`src/rtl/mmsw_pkg.sv`:
```
package mmsw_pkg;
  localparam int OFF_W  = 8;
  localparam int PAGE_W = 8;
  localparam int DATA_W = 8;

  // switch index = offset >> 1 for offsets 0x00..0x0B
  typedef enum logic [2:0] {
    SW_STORE = 3'd0,
    SW_AUXRD = 3'd1,
    SW_AUXWR = 3'd2,
    SW_INTCX = 3'd3,
    SW_ALTZP = 3'd4,
    SW_SLOT3 = 3'd5
  } sw_idx_e;

  localparam int NUM_SW = 6;
  localparam int SW_OFF_LAST = 2 * NUM_SW - 1;

  localparam logic [OFF_W-1:0] OFF_KBD   = 8'h00;
  localparam logic [OFF_W-1:0] OFF_STAT0 = 8'h13;
  localparam logic [OFF_W-1:0] OFF_VBL   = 8'h19;
  localparam logic [OFF_W-1:0] OFF_PG1   = 8'h54;
  localparam logic [OFF_W-1:0] OFF_PG2   = 8'h55;

  localparam logic [PAGE_W-1:0] PG_ZP_HI   = 8'h01;
  localparam logic [PAGE_W-1:0] PG_RAM_LO  = 8'h02;
  localparam logic [PAGE_W-1:0] PG_RAM_HI  = 8'hBF;
  localparam logic [PAGE_W-1:0] PG_TXT_LO  = 8'h04;
  localparam logic [PAGE_W-1:0] PG_TXT_HI  = 8'h07;
  localparam logic [PAGE_W-1:0] PG_HGR_LO  = 8'h20;
  localparam logic [PAGE_W-1:0] PG_HGR_HI  = 8'h3F;
  localparam logic [PAGE_W-1:0] PG_SLOT_LO = 8'hC1;
  localparam logic [PAGE_W-1:0] PG_SLOT_HI = 8'hCF;
  localparam logic [PAGE_W-1:0] PG_SLOT3   = 8'hC3;

  localparam logic [DATA_W-1:0] STAT_ON = 8'h80;
endpackage

```
`src/rtl/mmsw_switch_bank.sv`:
```
module mmsw_switch_bank
  import mmsw_pkg::*;
(
  input  logic             clk_i,
  input  logic             rst_ni,
  input  logic             acc_i,
  input  logic             we_i,
  input  logic [OFF_W-1:0] off_i,
  output logic [NUM_SW-1:0] sw_o,
  output logic             page2_o
);
  localparam int IDX_W = OFF_W - 1;

  logic wr_acc;
  assign wr_acc = acc_i & we_i;

  for (genvar g = 0; g < NUM_SW; g++) begin : g_sw
    logic hit;
    assign hit = wr_acc && (off_i[OFF_W-1:1] == IDX_W'(g));
    always_ff @(posedge clk_i or negedge rst_ni) begin
      if (!rst_ni)  sw_o[g] <= 1'b0;
      else if (hit) sw_o[g] <= off_i[0];
    end
  end

  // page-2 responds to reads and writes alike
  always_ff @(posedge clk_i or negedge rst_ni) begin
    if (!rst_ni)                           page2_o <= 1'b0;
    else if (acc_i && (off_i == OFF_PG1))  page2_o <= 1'b0;
    else if (acc_i && (off_i == OFF_PG2))  page2_o <= 1'b1;
  end
endmodule

```
`src/rtl/mmsw_page_map.sv`:
```
module mmsw_page_map
  import mmsw_pkg::*;
(
  input  logic [PAGE_W-1:0] page_i,
  input  logic              hi_res_i,
  input  logic [NUM_SW-1:0] sw_i,
  input  logic              page2_i,
  output logic              rd_aux_o,
  output logic              wr_aux_o,
  output logic              int_rom_o
);
  logic in_zp, in_ram, in_txt, in_hgr, in_slot, is_slot3, store_ovr;

  assign in_zp    = page_i <= PG_ZP_HI;
  assign in_ram   = (page_i >= PG_RAM_LO) && (page_i <= PG_RAM_HI);
  assign in_txt   = (page_i >= PG_TXT_LO) && (page_i <= PG_TXT_HI);
  assign in_hgr   = (page_i >= PG_HGR_LO) && (page_i <= PG_HGR_HI);
  assign in_slot  = (page_i >= PG_SLOT_LO) && (page_i <= PG_SLOT_HI);
  assign is_slot3 = page_i == PG_SLOT3;

  assign store_ovr = sw_i[SW_STORE] && (in_txt || (hi_res_i && in_hgr));

  always_comb begin
    rd_aux_o = 1'b0;
    wr_aux_o = 1'b0;
    if (in_zp) begin
      rd_aux_o = sw_i[SW_ALTZP];
      wr_aux_o = sw_i[SW_ALTZP];
    end else if (store_ovr) begin
      rd_aux_o = page2_i;
      wr_aux_o = page2_i;
    end else if (in_ram) begin
      rd_aux_o = sw_i[SW_AUXRD];
      wr_aux_o = sw_i[SW_AUXWR];
    end
  end

  always_comb begin
    if (!in_slot)            int_rom_o = 1'b0;
    else if (sw_i[SW_INTCX]) int_rom_o = 1'b1;
    else                     int_rom_o = is_slot3 && !sw_i[SW_SLOT3];
  end
endmodule

```
`src/rtl/mmsw_vbl_timer.sv`:
```
module mmsw_vbl_timer #(
  parameter int VBL_CYCLES = 1000
) (
  input  logic clk_i,
  input  logic rst_ni,
  input  logic frame_start_i,
  input  logic cyc_en_i,
  output logic vbl_o
);
  localparam int CNT_W = $clog2(VBL_CYCLES + 1);
  localparam logic [CNT_W-1:0] CNT_LOAD = CNT_W'(VBL_CYCLES);

  logic [CNT_W-1:0] cnt_q;

  always_ff @(posedge clk_i or negedge rst_ni) begin
    if (!rst_ni)                          cnt_q <= '0;
    else if (frame_start_i)               cnt_q <= CNT_LOAD;
    else if (cyc_en_i && (cnt_q != '0))   cnt_q <= cnt_q - 1'b1;
  end

  assign vbl_o = cnt_q != '0;
endmodule

```
`src/rtl/mmsw_status_mux.sv`:
```
module mmsw_status_mux
  import mmsw_pkg::*;
(
  input  logic              acc_i,
  input  logic              we_i,
  input  logic [OFF_W-1:0]  off_i,
  input  logic [NUM_SW-1:0] sw_i,
  input  logic              vbl_i,
  output logic [DATA_W-1:0] stat_o
);
  // status slot k reports switch (k+1) mod NUM_SW; display-store comes last
  logic [NUM_SW-1:0] hit;
  for (genvar k = 0; k < NUM_SW; k++) begin : g_stat
    assign hit[k] = (off_i == OFF_STAT0 + OFF_W'(k)) && sw_i[(k + 1) % NUM_SW];
  end

  logic bit_on;
  assign bit_on = (|hit) || ((off_i == OFF_VBL) && vbl_i);

  assign stat_o = (acc_i && !we_i && bit_on) ? STAT_ON : '0;
endmodule

```
`src/rtl/aux_mem_mapper.sv`:
```
module aux_mem_mapper
  import mmsw_pkg::*;
#(
  parameter int VBL_CYCLES = 1000
) (
  input  logic              clk_i,
  input  logic              rst_ni,
  input  logic              acc_i,
  input  logic              we_i,
  input  logic [OFF_W-1:0]  off_i,
  input  logic [PAGE_W-1:0] page_i,
  input  logic              hi_res_i,
  input  logic              cyc_en_i,
  input  logic              frame_start_i,
  output logic              rd_aux_o,
  output logic              wr_aux_o,
  output logic              int_rom_o,
  output logic [DATA_W-1:0] stat_o,
  output logic              kbd_fwd_o,
  output logic              vid_fwd_o
);
  logic [NUM_SW-1:0] sw_q;
  logic              page2_q;
  logic              vbl_q;

  mmsw_switch_bank u_bank (
    .clk_i   (clk_i),
    .rst_ni  (rst_ni),
    .acc_i   (acc_i),
    .we_i    (we_i),
    .off_i   (off_i),
    .sw_o    (sw_q),
    .page2_o (page2_q)
  );

  mmsw_page_map u_map (
    .page_i    (page_i),
    .hi_res_i  (hi_res_i),
    .sw_i      (sw_q),
    .page2_i   (page2_q),
    .rd_aux_o  (rd_aux_o),
    .wr_aux_o  (wr_aux_o),
    .int_rom_o (int_rom_o)
  );

  mmsw_vbl_timer #(.VBL_CYCLES(VBL_CYCLES)) u_vbl (
    .clk_i         (clk_i),
    .rst_ni        (rst_ni),
    .frame_start_i (frame_start_i),
    .cyc_en_i      (cyc_en_i),
    .vbl_o         (vbl_q)
  );

  mmsw_status_mux u_stat (
    .acc_i  (acc_i),
    .we_i   (we_i),
    .off_i  (off_i),
    .sw_i   (sw_q),
    .vbl_i  (vbl_q),
    .stat_o (stat_o)
  );

  assign kbd_fwd_o = acc_i && !we_i && (off_i == OFF_KBD);
  assign vid_fwd_o = acc_i && !sw_q[SW_STORE] &&
                     ((off_i == OFF_PG1) || (off_i == OFF_PG2));
endmodule

```
`config.mk`:
```
export PLATFORM = sky130hd
export DESIGN_NAME = aux_mem_mapper
export DESIGN_NICKNAME = d
export VERILOG_FILES = /design/src/rtl/mmsw_pkg.sv /design/src/rtl/mmsw_switch_bank.sv /design/src/rtl/mmsw_page_map.sv /design/src/rtl/mmsw_vbl_timer.sv /design/src/rtl/mmsw_status_mux.sv /design/src/rtl/aux_mem_mapper.sv
export SDC_FILE = /design/constraint.sdc
export NUM_CORES = 1
export LEC_CHECK = 0
export CAP_MARGIN = 20
export CORE_MARGIN = 3
export CORE_UTILIZATION = 42
export DETAILED_ROUTE_END_ITERATION = 12
export PLACE_DENSITY = 0.75
export SLEW_MARGIN = 15
export SYNTH_ARGS = -nofsm -noshare
export SYNTH_HDL_FRONTEND = slang
export SYNTH_SLANG_ARGS = --single-unit
```
`constraint.sdc`:
```
create_clock -name clk_i -period 1.6 [get_ports clk_i]
set_clock_uncertainty 0.05 [all_clocks]
set_input_delay 0.32 -clock clk_i [delete_from_list [all_inputs] [get_ports clk_i]]
set_output_delay 0.32 -clock clk_i [all_outputs]
set_load 0.02 [all_outputs]
```
* Word-level counts from Yosys, hierarchy flattened
Index checks and enable logic that the tools add are counted.
** Cells by class
- Eq/ne operators :: 15
- Order comparisons :: 9
- Mux-type cells :: 13
- Reductions and logical operators :: 40
- Bitwise gates (word level) :: 1
- Add/sub/neg operators :: 1
** Operators by type and width (number)
- $eq 8x5->1 const B :: 7
- $logic_and 1x1->1 :: 28
- $mux 10 :: 2
- $eq 8x7->1 const B :: 2
- $le 8x8->1 const B :: 2
- $eq 7x2->1 const B :: 2
- $eq 7x3->1 const B :: 2
- $mux 1 :: 10
- $reduce_bool 10->1 :: 1
- $sub 10x1->10 const B :: 1
- $eq 8x8->1 const B :: 1
- $ge 8x2->1 const B :: 1
- $ge 8x3->1 const B :: 1
- $ge 8x6->1 const B :: 1
- $ge 8x8->1 const B :: 1
- $le 8x1->1 const B :: 1
- $le 8x3->1 const B :: 1
- $le 8x6->1 const B :: 1
- $logic_not 8->1 :: 1
- $mux 8 :: 1
- $eq 7x1->1 const B :: 1
- $logic_not 7->1 :: 1
- $reduce_or 6->1 :: 1
- $reduce_bool 2->1 :: 2
- other kinds (3) :: 7
** Storage, ports and cells
- Word-level logic and storage cells :: 87
- Bits of input ports :: 23
- Output and inout port bits :: 13
- Bits in registers :: 17

* Depth between registers and ports, before layout
Gate-level depths: netlist of run 1.
- Depth in word-level cells :: 7
- Mapped depth :: 6
- Mapped depth without buffers :: 6

* By module
From an unflattened synthesis of run 1, not the netlist that was laid out.
** Unflattened totals
- Cell total of the unflattened synthesis :: 131
- Area total of the unflattened synthesis :: 1242.4 µm²
** Modules (own cells, without submodules)
- mmsw_vbl_timer :: seq. area each 250.2 µm², cells an instance 60, times used 1, area each 553.0 µm²
- mmsw_switch_bank :: seq. area each 175.2 µm², cells an instance 26, times used 1, area each 346.6 µm²
- mmsw_status_mux :: seq. area each 0.0 µm², cells an instance 20, times used 1, area each 162.7 µm²
- mmsw_page_map :: seq. area each 0.0 µm², cells an instance 19, times used 1, area each 135.1 µm²
- aux_mem_mapper :: seq. area each 0.0 µm², cells an instance 6, times used 1, area each 45.0 µm²

* Worst setup path before layout of run 1
No wires, ideal clock.
- Kind :: flip-flop to output port
- Start :: reg u_vbl.cnt_q[0]
- End :: out stat_o[7]
- Slack :: -0.831 ns
- Stages on the path, launching flop included :: 7
- Arrival time :: 2.061 ns
- Buffers on the path :: 0
- Required time :: 1.230 ns
- Path through :: dfrtp_1 inv_1 ha_1 nor2b_1 nand3_1 nand4_1 a2111oi_0
** On the way
- Word-level cells in the longest chain between the ends :: 5
** RTL lines
- start: declaration :: line mmsw_vbl_timer.sv:13 : logic [CNT_W-1:0] cnt_q;
- start signal: assignment :: line mmsw_vbl_timer.sv:18 : else if (cyc_en_i && (cnt_q != '0)) cnt_q <= cnt_q - 1'b1;
- $reduce_bool 10->1 :: line mmsw_vbl_timer.sv:21 : assign vbl_o = cnt_q != '0;
- $logic_and 1x1->1 :: line mmsw_status_mux.sv:18 : assign bit_on = (|hit) || ((off_i == OFF_VBL) && vbl_i);
- $logic_or 1x1->1 :: line mmsw_status_mux.sv:18
- $logic_and 1x1->1 :: line mmsw_status_mux.sv:20 : assign stat_o = (acc_i && !we_i && bit_on) ? STAT_ON : '0;
- $mux 8 :: line mmsw_status_mux.sv:20
- end: declaration :: line aux_mem_mapper.sv:18 : output logic [DATA_W-1:0] stat_o,
Every way passes these cells.

* Worst setup path in the final report of run 1
- Start :: reg u_vbl.cnt_q[1]
- End :: out stat_o[7]
Same word-level chain as after synthesis.

==> results of run 1 <==
[cells by family after synthesis]
kind of cell	Yosys count
xor gates and xnor gates	5
DFF	17
other	1
muxes	7
and+or+nand+nor	55
buffers and inverters	15
AOI/OAI and AO/OA	28
adders and majority gates	2
[routing by layer]
layer	part of all wire (%)	global-route usage, %	routed length (um)
met3	5.4	3.27	223
met5	0	0	0
met1	39	26.3	1620
met2	54	46.2	2230
met4	1.9	9.18	78
[sequential cells by signal, indices dropped and copies added, names as in the netlist]
| signal | cells |
|---|---|
| u_bank.page2_o | 1 |
| u_bank.sw_o | 6 |
| u_vbl.cnt_q | 10 |
[synth_stat cells, drive strengths merged (4+ instances only)]
master / count
nor3: 5
o31ai: 4
mux2: 5
nor2: 9
nor4: 5
buf: 8
o21ai: 6
nand2b: 5
dfrtp: 17
nand2: 11
inv: 5
[timing repair]
action	CTS	global route
endpoints found under the setup margin	17	17
endpoints found under the hold margin	0	0
pin swaps	26	18
resized for setup	118	19
setup buffers	7	3
[stage by stage]
stage / instances / utilization (%) / instance area, um2
after floorplan: 136 / - / 1280
after global placement: 230 / 72.6 / 1880
after detailed placement: 230 / 72.6 / 1880
after CTS: 240 / 82.9 / 2150
after global routing: 241 / 85.3 / 2210
final: 241 / 85.3 / 2210
[cell type report]
class / instances / share of cell area (%)
Multi-Input combinational cell: 104 / 45.7
Timing Repair Buffer: 81 / 31.2
Sequential cell: 17 / 19.3
Tap cell: 30 / 1.70
Clock buffer: 4 / 1.19
Inverter: 5 / 0.850
[worst max path at each step]
stage | to | depth (start not counted) | slack (ns)
finish | stat_o[7] | 7 | -0.52
global route | stat_o[7] | 7 | -0.59
CTS | stat_o[7] | 7 | -0.57
detailed placement | stat_o[7] | 6 | -1.13
global placement | stat_o[7] | 6 | -1.07
floorplan | stat_o[7] | 6 | -0.16
[power by group through the flow]
stage          Clock (W)  Combinational (W)  Sequential [W]
2_1_floorplan          0           0.000140        0.000478
3_3_place_gp           0           0.000316        0.000477
3_5_place_dp           0           0.000326        0.000478
4_1_cts         0.000235           0.000384        0.000472
5_1_grt         0.000252           0.000451        0.000476
6_report        0.000232           0.000423        0.000473
==> flow_summary.yaml, run 1 <==
synthesis:
  yosysWarnings: 0
  synth_compound_area_share_pct: 17.4
  synth_cell_types: 46
  synth_flop_cell: "dfrtp_1"
  async_flop_share_pct: 100
  yosysSeqAreaShare_pct: 35.3
  synth_xor_area_share_pct: 3.63
  synth_edf_count: 0
  yosys-mux-area-fraction_pct: 6.65
  synth.area.top_cells: "dfrtp_1 35%, buf_4 4.4%, mux2_2 3.7%"
  synth_area_leader_cell: "dfrtp_1"
  synthAdderAreaFrac_pct: 2.08
  synth.avg_cell_area_um2: 9.27
  synth_seq_cells: 17
  synth_top_cell_area_share_pct: 35.3
  synth_simple_gate_area_share_pct: 27.3
  synth_top_family_by_area: "simple AND/OR/NAND/NOR gates"
  synthCells: 130
  synth_area_um2: 1200
placement:
  globalplace.congestion: 0.944
  port-buffer-count: 28
  dp.final_hpwl_um: 2820
  place_ws_ns: -1.13
timing:
  post-route-period-util_pct: 133
  fmaxAchievable_mhz: 471
  setup_ws_ns: -0.524
  hold_viol: 0
  drv_slew: 0
  fin_setup_tns_ns: -2.83
  grt_setup_unrepaired: "true"
  fin_crit_ns: 2.12
  setup_viol: 13
  worst_hold_slack_ns: 0.292
worst_setup_path:
  r2r_start: "u_vbl.cnt_q[6]$_DFFE_PN0P_"
  rrSetupSlack_ns: -0.28
  start_kind: "flip-flop"
  end_kind: "primary output"
  rr_endpoint: "u_vbl.cnt_q[5]$_DFFE_PN0P_"
  worstSetupStartpoint: "u_vbl.cnt_q[1]$_DFFE_PN0P_"
  cp_slowest_stage_delay_ns: 0.38
  required_ns: 1.23
  crit_chain: "inv_2, ha_4, nor2b_4, nand3_2, nand4_1, a2111oi_4, buf_4"
  cp_max_fo: 2
  ff2ff_path_depth: 6
  cp_num_buf_inv: 2
  critical-path-top-delay-family: "flip-flops"
  slowest_stage: "dfrtp_1"
  crit_arrival_ns: 1.75
  path_class: "reg2out"
final_layout:
  fin_nets: 237
  multi_input_area_um2: 1010
  final_cell_mix: "47 x buf_4, 16 x buf_6, 16 x dfrtp_1"
  syn2layout_area_growth_pct: 83.3
  antenna_cells: 0
  ff_latch_area_um2: 427
  mostFrequentLayoutCell: "buf_4"
  drive_gt1_share_pct: 54.0
  n_fill_cell: 151
global_routing:
  overflow: 0
  grt_pass1_vias: 1421
  grt_pass1_wl_um: 6400
  track_usage_pct: 24.1
  grt_max_degree: 18
  antenna_found_initial: 0
power_and_ir_drop:
  p_leak_nw: 0.937
  p_sw_w: 0.000355
  p_int_w: 0.000773
  peakVddDrop_mv: 0.513
  clockPowerShare_pct: 20.6
  p_comb_share_pct: 37.5
  sw_frac_of_total_pct: 31.5
  p_seq_share_pct: 42.0
  power_density_nw_per_um2: 511
  total_power_w: 0.00113
die:
  top_level_ports: 36
  fp.dieH_um: 59.6
  rows: 18
  die_w_um: 59.6
  start_util_pct: 46.5
  die-area_um2: 3550
  core_area_um2: 2590
route:
  wl_um: 4160
  initialDrtViolationCount: 40
  drc: 0
  postRouteAntennaNets: 0
  num_vias: 1374
  wl_per_cell_um: 17.2
  via_per_inst: 5.70
  first_pass_iters: 4
job:
  maxCapViolations: 0
clocking:
  h-tree-depth: 1
  clock_path_buffers: 2
  cts_root_buf: "clkbuf_4"
  cts_tree: "built"
  numCtsBuffers: 3
  clock_latency_ns: 0.29
  clk_transition_reported_paths_ns: 0.09
  cts_hold_buf: 0
  cts_sinks: 17
run_status:
  failed_checks: "negative setup slack"
  status: "complete, but fails checks"
min_path:
  hold_class: "in2async"
Note: power is estimated with default switching activity, not from simulation.
==> run 2, diff against run 1 <==
--- a/config.mk
+++ b/config.mk
@@ -7,9 +7,10 @@
 export LEC_CHECK = 0
 export CAP_MARGIN = 20
 export CORE_MARGIN = 3
-export CORE_UTILIZATION = 42
+export CORE_UTILIZATION = 38
 export DETAILED_ROUTE_END_ITERATION = 12
-export PLACE_DENSITY = 0.75
+export PLACE_DENSITY = 0.69
+export SKIP_LAST_GASP = 1
 export SLEW_MARGIN = 15
 export SYNTH_ARGS = -nofsm -noshare
 export SYNTH_HDL_FRONTEND = slang
==> run 2 against run 1 <==
Net effect:
- global-route usage decreased by 2.6 points
- critical endpoint unchanged
- the flow still finishes with violations (negative setup slack)
- power increased by 0.41%
- critical path type unchanged
- combinational power decreased by 1%
- fmax decreased by 0.23%
- via count increased by 1.9%
- largest cell class unchanged
==> flow_summary.yaml, run 2 (synthesized netlist as in run 1, its figures left out) <==
route:
  first_pass_iters: 4
  via_per_inst: 5.38
  initialDrtViolationCount: 65
  wl_um: 4280
  postRouteAntennaNets: 0
  drc: 0
  wl_per_cell_um: 16.4
  num_vias: 1400
worst_setup_path:
  critical-path-top-delay-family: "flip-flops"
  rr_endpoint: "u_vbl.cnt_q[8]$_DFFE_PN0P_"
  start_kind: "flip-flop"
  cp_max_fo: 2
  ff2ff_path_depth: 6
  r2r_start: "u_vbl.cnt_q[0]$_DFFE_PN0P_"
  path_class: "reg2out"
  cp_num_buf_inv: 2
  required_ns: 1.23
  worstSetupStartpoint: "u_vbl.cnt_q[1]$_DFFE_PN0P_"
  crit_chain: "inv_2, ha_4, nor2b_4, nand3_2, nand4_1, a2111oi_4, buf_4"
  end_kind: "primary output"
  slowest_stage: "dfrtp_1"
  rrSetupSlack_ns: -0.29
  cp_slowest_stage_delay_ns: 0.37
  crit_arrival_ns: 1.76
die:
  rows: 19
  die_w_um: 62.3
  top_level_ports: 36
  start_util_pct: 41.9
  die-area_um2: 3880
  core_area_um2: 2880
  fp.dieH_um: 62.3
run_status:
  status: "complete, but fails checks"
  failed_checks: "negative setup slack"
final_layout:
  largest_reg_flops: 10
  largest-register: "u_vbl.cnt_q"
  antenna_cells: 0
  reg_top3: "u_vbl.cnt_q: 10 flops, u_bank.sw_o: 6 flops, u_bank.page2_o: 1 flops"
  fin_cells: 260
  fin_nets: 244
  n_fill_cell: 179
  syn2layout_area_growth_pct: 89.7
  final_cell_mix: "52 x buf_4, 18 x buf_6, 15 x dfrtp_1"
  mostFrequentLayoutCell: "buf_4"
  drive_gt1_share_pct: 54.1
power_and_ir_drop:
  p_leak_nw: 0.969
  peakVddDrop_mv: 0.592
  power_density_nw_per_um2: 495
clocking:
  numCtsBuffers: 3
  cts_hold_buf: 0
  clk_transition_reported_paths_ns: 0.10
  cts_tree: "built"
  cts_sinks: 17
  clock_latency_ns: 0.29
  cts_root_buf: "clkbuf_4"
  clock_path_buffers: 2
  h-tree-depth: 1
timing:
  grt_setup_unrepaired: "true"
  hold_viol: 0
  setup_ws_ns: -0.529
  drv_slew: 0
  fin_crit_ns: 2.13
  worst_hold_slack_ns: 0.302
  post-route-period-util_pct: 133
  fmaxAchievable_mhz: 470
  setup_viol: 13
placement:
  dp_cells: 243
  dp.final_hpwl_um: 2870
  port-buffer-count: 28
  globalplace.congestion: 0.905
global_routing:
  grt_pass1_wl_um: 6770
  antenna_found_initial: 0
  grt_pass1_vias: 1453
  overflow: 0
  track_usage_pct: 21.5
  grt_max_degree: 18
job:
  maxCapViolations: 0
min_path:
  hold_class: "in2async"
run 2: cell types whose count changed in the layout (fill, tap and decap cells not counted), sizes merged:
cell	before	now
buf	66	71
clkdlybuf4s50	5	6
dlygate4sd2	7	8
run 2: power breakdown:
part	internal (W)	leakage [nW]	switching (W)
Clock	0.0000971	0.0150	0.000140
Sequential	0.000454	0.200	0.0000234
Combinational	0.000221	0.755	0.000197
Total	0.000772	0.969	0.000361
run 2: layout make-up:
type	instances	area, um2	area share [%]
Inverter	5	18.8	0.821
Tap cell	42	52.6	2.30
Sequential cell	17	428	18.7
Multi-Input combinational cell	104	1000	43.8
Clock buffer	4	26.3	1.15
Timing Repair Buffer	88	758	33.2
run 2: worst max-delay path by stage:
stage | end | slack, ns | cells after the start
2_1_floorplan | stat_o[7] | -0.16 | 6
3_3_place_gp | stat_o[7] | -1.08 | 6
3_5_place_dp | stat_o[7] | -1.17 | 6
4_1_cts | stat_o[7] | -0.59 | 7
5_1_grt | stat_o[7] | -0.66 | 7
6_report | stat_o[7] | -0.53 | 7
run 2: metrics by stage:
step | area (um2) | setup TNS [ns] | utilization (%) | power (W) | worst slack, ns
after floorplan | 1280 | -0.529 | - | 0.000618 | -0.158
after global placement | 1900 | -9.65 | 66.1 | 0.000792 | -1.08
after detailed placement | 1900 | -10.45 | 66.1 | 0.000804 | -1.17
after CTS | 2160 | -3.01 | 75.2 | 0.00110 | -0.586
after global routing | 2290 | -3.98 | 79.5 | 0.00121 | -0.660
final | 2290 | -3.08 | 79.5 | 0.00113 | -0.529
run 2: what timing repair did:
item | CTS | global route
setup endpoints to repair | 17 | 16
setup buffers | 8 | 9
pin swaps | 21 | 18
resized for setup | 112 | 20
run 2: layer usage:
layer  global-route usage [%]  share of wire [%]  up-vias
met5                        0                  0        -
met4                     8.26                2.9        0
met3                     3.78                5.9       15
met2                     40.6                 54       64
met1                     23.8                 37      664
li1                         -                  -      657
